==> src/rtl/tlb_pkg.sv <==
package tlb_pkg;
    localparam int VPN_W     = 22;
    localparam int ASID_W    = 8;
    localparam int CTL_W     = 32;
    localparam int FLD_W     = 6;
    localparam int CNT_LSB   = 10;
    localparam int BND_LSB   = 18;
    localparam int SVM_BIT   = 8;
    localparam int EXC_W     = 12;
    localparam logic [EXC_W-1:0] MULTI_CODE = 12'h140;
    localparam logic [CTL_W-1:0] CNT_MASK   = ((CTL_W'(1) << FLD_W) - 1) << CNT_LSB;

    typedef struct packed {
        logic              valid;
        logic [VPN_W-1:0]  vpn;
        logic [ASID_W-1:0] asid;
        logic              shared;
        logic              cacheable;
    } tlb_entry_t;
endpackage

==> src/rtl/tlb_entry_store.sv <==
module tlb_entry_store
    import tlb_pkg::*;
#(
    parameter int NUM_ENTRIES = 64,
    localparam int IDX_W = $clog2(NUM_ENTRIES)
) (
    input  logic                               clk,
    input  logic                               rst_n,
    input  logic                               wr_en,
    input  logic [IDX_W-1:0]                   wr_idx,
    input  tlb_entry_t                         wr_entry,
    output tlb_entry_t [NUM_ENTRIES-1:0]       entries_o
);
    typedef struct packed {
        tlb_entry_t [NUM_ENTRIES-1:0] ent;
    } store_t;

    store_t st_d, st_q;

    always_comb begin
        st_d = st_q;
        if (wr_en) begin
            st_d.ent[wr_idx] = wr_entry;
        end
    end

    always_ff @(posedge clk or negedge rst_n) begin
        if (!rst_n) begin
            st_q <= '0;
        end else begin
            st_q <= st_d;
        end
    end

    assign entries_o = st_q.ent;
endmodule

==> src/rtl/tlb_match_vec.sv <==
module tlb_match_vec
    import tlb_pkg::*;
#(
    parameter int NUM_ENTRIES = 64
) (
    input  tlb_entry_t [NUM_ENTRIES-1:0] entries,
    input  logic [VPN_W-1:0]             req_vpn,
    input  logic [ASID_W-1:0]            req_asid,
    input  logic                         use_asid,
    output logic [NUM_ENTRIES-1:0]       match_o
);
    for (genvar gi = 0; gi < NUM_ENTRIES; gi++) begin : g_cmp
        logic vpn_eq;
        logic asid_ok;
        assign vpn_eq  = (entries[gi].vpn == req_vpn);
        assign asid_ok = !use_asid || entries[gi].shared || (entries[gi].asid == req_asid);
        assign match_o[gi] = entries[gi].valid && vpn_eq && asid_ok;
    end
endmodule

==> src/rtl/tlb_hit_encode.sv <==
module tlb_hit_encode
    import tlb_pkg::*;
#(
    parameter int NUM_ENTRIES = 64,
    localparam int IDX_W = $clog2(NUM_ENTRIES)
) (
    input  logic [NUM_ENTRIES-1:0]       match,
    input  tlb_entry_t [NUM_ENTRIES-1:0] entries,
    output logic                         any_o,
    output logic                         many_o,
    output logic [IDX_W-1:0]             low_idx_o,
    output logic                         low_cach_o
);
    always_comb begin
        any_o      = 1'b0;
        many_o     = 1'b0;
        low_idx_o  = '0;
        low_cach_o = 1'b0;
        for (int i = 0; i < NUM_ENTRIES; i++) begin
            if (match[i]) begin
                if (!any_o) begin
                    any_o      = 1'b1;
                    low_idx_o  = IDX_W'(i);
                    low_cach_o = entries[i].cacheable;
                end else begin
                    many_o = 1'b1;
                end
            end
        end
    end
endmodule

==> src/rtl/tlb_repl_ctl.sv <==
module tlb_repl_ctl
    import tlb_pkg::*;
#(
    parameter int NUM_ENTRIES = 64
) (
    input  logic             clk,
    input  logic             rst_n,
    input  logic             wr_en,
    input  logic [CTL_W-1:0] wr_data,
    input  logic             step,
    output logic [CTL_W-1:0] ctl_o
);
    localparam logic [FLD_W:0] LAST_IDX = (FLD_W+1)'(NUM_ENTRIES - 1);

    typedef struct packed {
        logic [CTL_W-1:0] ctl;
    } ctl_state_t;

    ctl_state_t cs_d, cs_q;
    logic [FLD_W-1:0] cnt_cur;
    logic [FLD_W-1:0] bnd_cur;
    logic [FLD_W:0]   cnt_inc;
    logic             wrap;

    always_comb begin
        cnt_cur = cs_q.ctl[CNT_LSB +: FLD_W];
        bnd_cur = cs_q.ctl[BND_LSB +: FLD_W];
        cnt_inc = {1'b0, cnt_cur} + 1'b1;
        wrap    = ((bnd_cur != '0) && (cnt_inc > {1'b0, bnd_cur})) || (cnt_inc > LAST_IDX);
        cs_d    = cs_q;
        if (wr_en) begin
            cs_d.ctl = wr_data;
        end else if (step) begin
            cs_d.ctl[CNT_LSB +: FLD_W] = wrap ? '0 : cnt_inc[FLD_W-1:0];
        end
    end

    always_ff @(posedge clk or negedge rst_n) begin
        if (!rst_n) begin
            cs_q <= '0;
        end else begin
            cs_q <= cs_d;
        end
    end

    assign ctl_o = cs_q.ctl;
endmodule

==> src/rtl/assoc_xlat_tlb.sv <==
module assoc_xlat_tlb
    import tlb_pkg::*;
#(
    parameter int NUM_ENTRIES = 64,
    localparam int IDX_W = $clog2(NUM_ENTRIES)
) (
    input  logic              clk,
    input  logic              rst_n,
    input  logic              lkp_valid,
    input  logic [VPN_W-1:0]  lkp_vpn,
    input  logic [ASID_W-1:0] lkp_asid,
    input  logic              priv_mode,
    input  logic              ctl_wr_en,
    input  logic [CTL_W-1:0]  ctl_wr_data,
    input  logic              load_en,
    input  logic [VPN_W-1:0]  load_vpn,
    input  logic [ASID_W-1:0] load_asid,
    input  logic              load_valid,
    input  logic              load_shared,
    input  logic              load_cacheable,
    output logic [CTL_W-1:0]  ctl_q,
    output logic              res_valid,
    output logic              res_hit,
    output logic              res_miss,
    output logic              res_multi,
    output logic [IDX_W-1:0]  res_idx,
    output logic              res_cacheable,
    output logic [EXC_W-1:0]  res_exc_code
);
    typedef struct packed {
        logic             vld;
        logic             hit;
        logic             miss;
        logic             multi;
        logic [IDX_W-1:0] idx;
        logic             cach;
        logic [EXC_W-1:0] code;
    } res_t;

    tlb_entry_t [NUM_ENTRIES-1:0] entries;
    tlb_entry_t                   new_entry;
    logic [NUM_ENTRIES-1:0]       match;
    logic                         use_asid;
    logic                         any_m, many_m, low_cach;
    logic [IDX_W-1:0]             low_idx;
    res_t                         res_d, res_q;

    assign use_asid = !(ctl_q[SVM_BIT] && priv_mode);

    always_comb begin
        new_entry.valid     = load_valid;
        new_entry.vpn       = load_vpn;
        new_entry.asid      = load_asid;
        new_entry.shared    = load_shared;
        new_entry.cacheable = load_cacheable;
    end

    tlb_repl_ctl #(.NUM_ENTRIES(NUM_ENTRIES)) u_repl (
        .clk     (clk),
        .rst_n   (rst_n),
        .wr_en   (ctl_wr_en),
        .wr_data (ctl_wr_data),
        .step    (lkp_valid),
        .ctl_o   (ctl_q)
    );

    tlb_entry_store #(.NUM_ENTRIES(NUM_ENTRIES)) u_store (
        .clk       (clk),
        .rst_n     (rst_n),
        .wr_en     (load_en),
        .wr_idx    (ctl_q[CNT_LSB +: IDX_W]),
        .wr_entry  (new_entry),
        .entries_o (entries)
    );

    tlb_match_vec #(.NUM_ENTRIES(NUM_ENTRIES)) u_match (
        .entries  (entries),
        .req_vpn  (lkp_vpn),
        .req_asid (lkp_asid),
        .use_asid (use_asid),
        .match_o  (match)
    );

    tlb_hit_encode #(.NUM_ENTRIES(NUM_ENTRIES)) u_enc (
        .match      (match),
        .entries    (entries),
        .any_o      (any_m),
        .many_o     (many_m),
        .low_idx_o  (low_idx),
        .low_cach_o (low_cach)
    );

    always_comb begin
        res_d = '0;
        if (lkp_valid) begin
            res_d.vld   = 1'b1;
            res_d.hit   = any_m && !many_m;
            res_d.miss  = !any_m;
            res_d.multi = many_m;
            res_d.idx   = low_idx;
            res_d.cach  = any_m && !many_m && low_cach;
            res_d.code  = many_m ? MULTI_CODE : '0;
        end
    end

    always_ff @(posedge clk or negedge rst_n) begin
        if (!rst_n) begin
            res_q <= '0;
        end else begin
            res_q <= res_d;
        end
    end

    assign res_valid     = res_q.vld;
    assign res_hit       = res_q.hit;
    assign res_miss      = res_q.miss;
    assign res_multi     = res_q.multi;
    assign res_idx       = res_q.idx;
    assign res_cacheable = res_q.cach;
    assign res_exc_code  = res_q.code;
endmodule

==> config.mk <==
export PLATFORM = sky130hd
export DESIGN_NAME = assoc_xlat_tlb
export DESIGN_NICKNAME = d
export VERILOG_FILES = /design/src/rtl/tlb_pkg.sv /design/src/rtl/tlb_entry_store.sv /design/src/rtl/tlb_match_vec.sv /design/src/rtl/tlb_hit_encode.sv /design/src/rtl/tlb_repl_ctl.sv /design/src/rtl/assoc_xlat_tlb.sv
export SDC_FILE = /design/constraint.sdc
export NUM_CORES = 2
export LEC_CHECK = 0
export BUFFER_PORTS_ARGS = -buffer_cell sky130_fd_sc_hd__buf_2
export CAP_MARGIN = 25
export CORE_MARGIN = 3
export CORE_UTILIZATION = 51
export CTS_BUF_LIST = sky130_fd_sc_hd__clkbuf_16
export DETAILED_ROUTE_END_ITERATION = 7
export MAX_ROUTING_LAYER = met4
export PLACE_DENSITY = 0.67
export SLEW_MARGIN = 20
export SYNTH_ARGS = -nofsm -noshare
export SYNTH_HDL_FRONTEND = slang
export SYNTH_HIERARCHICAL = 1
export SYNTH_SLANG_ARGS = --single-unit
==> constraint.sdc <==
create_clock -name clk -period 5.3 [get_ports clk]
set_input_delay 0.265 -clock clk [delete_from_list [all_inputs] [get_ports clk]]
set_output_delay 0.265 -clock clk [all_outputs]
set_load 0.02 [all_outputs]
# Yosys cells after proc, flatten, opt, wreduce, memory -nomap -nowiden
# Index checks and enable logic that the tools add are counted.
# op_classes
add_sub_neg	1
order_cmp	4
n_eq_ne	128
mux	451
n_reduce_logical	266
# op_table
operator	n
bitwise mux 2112 bit	1
== test 22 bit	64
2-to-1 mux 6 bit	128
== test 8 bit	64
2-to-1 mux 1 bit	318
demux 33 bit (select 6 bit)	1
logical AND 1 bit	133
logical OR 1 bit	129
2-to-1 mux 33 bit	1
2-to-1 mux 23 bit	1
2-to-1 mux 9 bit	1
adder 6 x 1 -> 7 bit, second input constant	1
> comparator 7 x 6 -> 1 bit	1
> comparator 7 x 6 -> 1 bit, second input constant	1
less-than comparator 6 x 7 -> 1 bit, second input constant	1
greater-or-equal comparator 6 x 1 -> 1 bit, second input constant	1
nonzero test 6 bit	1
logical NOT 1 bit	2
nonzero test 2 bit	1
# word_totals
regBits	2167
in_bits	101
word_cells	1179

# Depth between registers and ports, before layout
# depth
depth_word	135
depth_mapped	18
ltp_nobuf	13

# By module
# Netlist, hierarchy kept.
# modules_own_cells
mod	n_inst	cells_per_inst	area_per_inst_um2
tlb_entry_store	1	4766	79167.2
tlb_match_vec	1	2904	23448.7
tlb_hit_encode	1	548	3118.0
tlb_repl_ctl	1	141	1624.1
assoc_xlat_tlb	1	35	441.7

# Least setup slack after synthesis
# No wires, ideal clock.
# synth_timing
path_type	register -> register
from	register u_repl.cs_q, in the netlist u_repl/ctl_o[8]
to	register res_q, in the netlist res_cacheable
setup_time_ns	0.068
t_arrival_ns	4.305
t_required_ns	5.232
path_slack_ns	0.928
path_stages_with_launch	18
path_buffers	4
period_less_slack_ns	4.372
path_cell_list	dfrtp_1 nand2_1 clkbuf_1 nand2b_1 a21oi_1 nor4_2 buf_2 or4_1 buf_2 or4_4 nor3_2 and4_1 buf_2 maj3_1 o2bb2ai_1 a21oi_1 or4_1 and4b_1
# synth_lines
element	line	rtl
from (decl)	tlb_repl_ctl.sv:19	ctl_state_t cs_d, cs_q;
from (signal assigned)	tlb_repl_ctl.sv:42	cs_q <= cs_d;
to (signal assigned)	assoc_xlat_tlb.sv:110	res_q <= res_d;
to (decl)	assoc_xlat_tlb.sv:46	res_t res_d, res_q;

==> results.py <==
metrics = {
    "sta": {
        "setup_slack_ns": 0.258,
        "slew_violations": 0,
        "fin_worst_skew_ns": 0.0423,
        "setup_viol": 0,
        "fin_crit_sh_pct": 95.1,
        "hold_violations": 0,
        "timing.hold.ws_ns": 0.0291,
        "worst_pin_slew_ns": 1.14,
        "rsz0062_at_grt": "no",
        "max_freq_ghz": 0.198,
        "relSlewSlack_pct": 24.0,
        "min_period_ns": 5.04,
    },
    "grt": {
        "grt_antenna_before_repair": 26,
        "grt_pass1_wl_mm": 513,
        "grt_pass1_vias": 71900,
        "grt_usage_pct": 33.3,
        "grt-ovfl-total": 0,
        "grt_max_degree": 181,
    },
    "synthesis": {
        "syn_inst": 8394,
        "synth.area.top_cells": "dfrtp_1 50%, mux2_2 22%, xor2_1 12%, xnor2_1 3.7%, nor4_1 2.0%",
        "yosysMostFrequentCell": "dfrtp_1",
        "ys_ff_latch": 2155,
        "synthArstFlopShare_pct": 100,
        "synthTopCellsByCount": "2155 x dfrtp_1, 2073 x mux2_2, 1474 x xor2_1",
        "synth_edf_count": 0,
        "synth_top_area_share_pct": 50.0,
        "synth_area_per_cell_um2": 12.8,
        "synthFlopType": "dfrtp_1",
        "synth_area_leader_cell": "dfrtp_1",
        "synthesis.area_mm2": 0.108,
        "synth.distinct_cells": 87,
        "yosysSeqAreaShare_pct": 50.0,
        "yosysWarnings": 6,
    },
    "hold_path": {
        "holdPathStages": 2,
        "hp-class": "in -> reg",
        "min_from": "load_vpn[8]",
        "holdPathEnd": "u_store/entries_o[777]",
    },
    "critical_path": {
        "rr_worst_depth": 16,
        "cp.arrival_ns": 5.88,
        "r2r_slack_ns": 0.26,
        "timing_worst_setup_path_type": "reg -> reg",
        "r2r_end": "res_cacheable",
        "start_kind": "register",
        "endpoint_kind": "register",
        "required_ns": 6.13,
        "crit_path_max_fanout": 6,
        "r2r_start": "u_repl/ctl_o[8]",
    },
    "placed_design": {
        "place_ws_ns": 0.00444,
        "dp.cells": 11100,
        "dp_hpwl_mm": 219,
        "routabilityCongestion": 0.943,
        "portBuffers": 145,
        "post_dp_cell_area_mm2": 0.113,
    },
    "run_status": {
        "status": "finished, final reports clean",
    },
    "pwr": {
        "p_leak_uw": 0.0579,
        "ir_drop_uv": 360,
        "power.density_mw_per_mm2": 411,
    },
    "routing": {
        "routed_via_density": 6.08,
        "firstDrtPassIters": 5,
        "drc_errors": 0,
        "ant_nets": 0,
        "drt_iter0_drc": 6816,
        "vias": 70400,
        "wl_per_cell_um": 30.5,
        "routed_wl_mm": 354,
    },
    "layout": {
        "fin_nets": 8671,
        "layout-drive-gt1-share_pct": 36.0,
        "final_cells": 11600,
        "syn_to_final_growth_pct": 12.0,
        "final_area_mm2": 0.121,
        "fillers": 17200,
    },
    "floorplan": {
        "core_area_mm2": 0.210,
        "die-width_um": 466,
        "initial_core_util_pct": 51.4,
        "die-area_mm2": 0.217,
        "rows": 168,
        "ios": 156,
        "die_height_um": 466,
    },
    "clock_network": {
        "clkLatencyLatePin_ns": 0.91,
        "numClockSinks": 2155,
        "cts_buffers": 228,
        "clockBufferDepth": 3,
        "htree_levels": 4,
        "cts_root_buf": "clkbuf_16",
        "cts.clk_slew.worst_paths_ns": 0.06,
        "cts_tree": "built",
    },
    "flow_run": {
        "cap_violations": 0,
    },
}
## critical path: stages (launching register included)
cell and delay, ns:
dfrtp_1 0.41, nand2_4 0.26, buf_4 0.26, nand2b_1 0.09, a21oi_1 0.29, nor4_2 0.10, or4_1 0.71, buf_4 0.25
nor4_1 0.40, buf_4 0.19, nand2_1 0.14, maj3_1 0.39, o21ai_0 0.30, o2111ai_1 0.16, nand4bb_1 0.23, or4_1 0.50
and4b_1 0.28
## metrics by stage
stage | total power [uW] | utilization [%] | setup TNS [ns]
after floorplan | 31400 | - | 0
after global placement | 34300 | 54.0 | -0.252
after detailed placement | 34800 | 54.0 | 0
after CTS | 49700 | 57.5 | 0
after global routing | 51900 | 57.6 | 0
final | 49600 | 57.6 | 0
## layer usage
| metal | global-route usage [%] | share of wire [%] | up-vias |
|---|---|---|---|
| met5 | - | 0 | - |
| met4 | 8.74 | 2.7 | 0 |
| met3 | 4.84 | 6.9 | 542 |
| met2 | 50.8 | 46 | 2606 |
| met1 | 46.8 | 44 | 37700 |
| li1 | - | - | 29500 |
## how the worst max path moves through the flow
stage	endpoint	from	slack, ns	depth (start not counted)
after detailed placement	res_cacheable	lkp_vpn[18]	0.004	16
after floorplan	res_cacheable	u_repl/ctl_o[8]	0.93	17
after global placement	res_cacheable	lkp_asid[1]	-0.10	16
final	res_cacheable	u_repl/ctl_o[8]	0.26	16
after CTS	res_cacheable	u_repl/ctl_o[8]	0.25	16
after global routing	res_cacheable	u_repl/ctl_o[8]	0.07	16
## cell type report
type                       count  area, um^2  area share, %
antenna                       12        30.0         0.0249
clock buffer                 231        5780           4.79
clock inverter               194        1050          0.869
sequential                  2155       53900           44.6
inverter                      40         150          0.124
multi-input combinational   5464       50200           41.6
tap                         2805        3510           2.91
timing repair buffer         673        6110           5.06
## sequential cells by signal, summed over array words and instances (netlist names)
signal             flops
res_hit                1
res_miss               1
u_store/entries_o   2112
res_idx                6
u_repl/ctl_o          32
res_cacheable          1
res_exc_code           1
res_valid              1
## power breakdown
| group | internal [uW] | total [uW] | switching [uW] |
|---|---|---|---|
| clock | 8000 | 14900 | 6860 |
| sequential | 20800 | 23700 | 2860 |
| combinational | 6010 | 11100 | 5040 |
| total | 34800 | 49600 | 14700 |
## logic make-up after synthesis
family                     synth area share [%]
and+or+nand+nor                            6.26
other                                   0.00348
muxes                                      22.6
adders and majority gates                 0.121
buffers and inverters                      3.61
AOI/OAI and AO/OA                          1.76
xor gates and xnor gates                   15.6
DFF                                        50.0
## cells in the final DEF, fill, tap and decap left out, drive strengths merged, types with 8 or more instances in the layout
cell,instances
dfrtp,2155
mux2,2133
xor2,1474
buf,615
xnor2,451
nor4,404
clkbuf,231
nand4,204
inv,119
a21oi,115
clkinv,109
nor3,94
nor2,94
nand2,87
nand2b,72
dlygate4sd3,58
o21ai,54
nand3,19
or4,15
a211oi,14
nor3b,13
diode,12
nor2b,12
o31ai,11
conb,10
mux2i,10
and2,9
a31oi,9
ha,8
or2,8
## timing repair
| action | 4_1_cts | 5_1_grt |
|---|---|---|
| gates resized for setup | 0 | 2 |
| hold buffers | 57 | 1 |
| endpoints found under the hold margin | 254 | 4 |
| setup endpoints to repair | 0 | 3 |
| buffers inserted | 0 | 0 |
No activity file was read; power rests on OpenSTA's default activity.
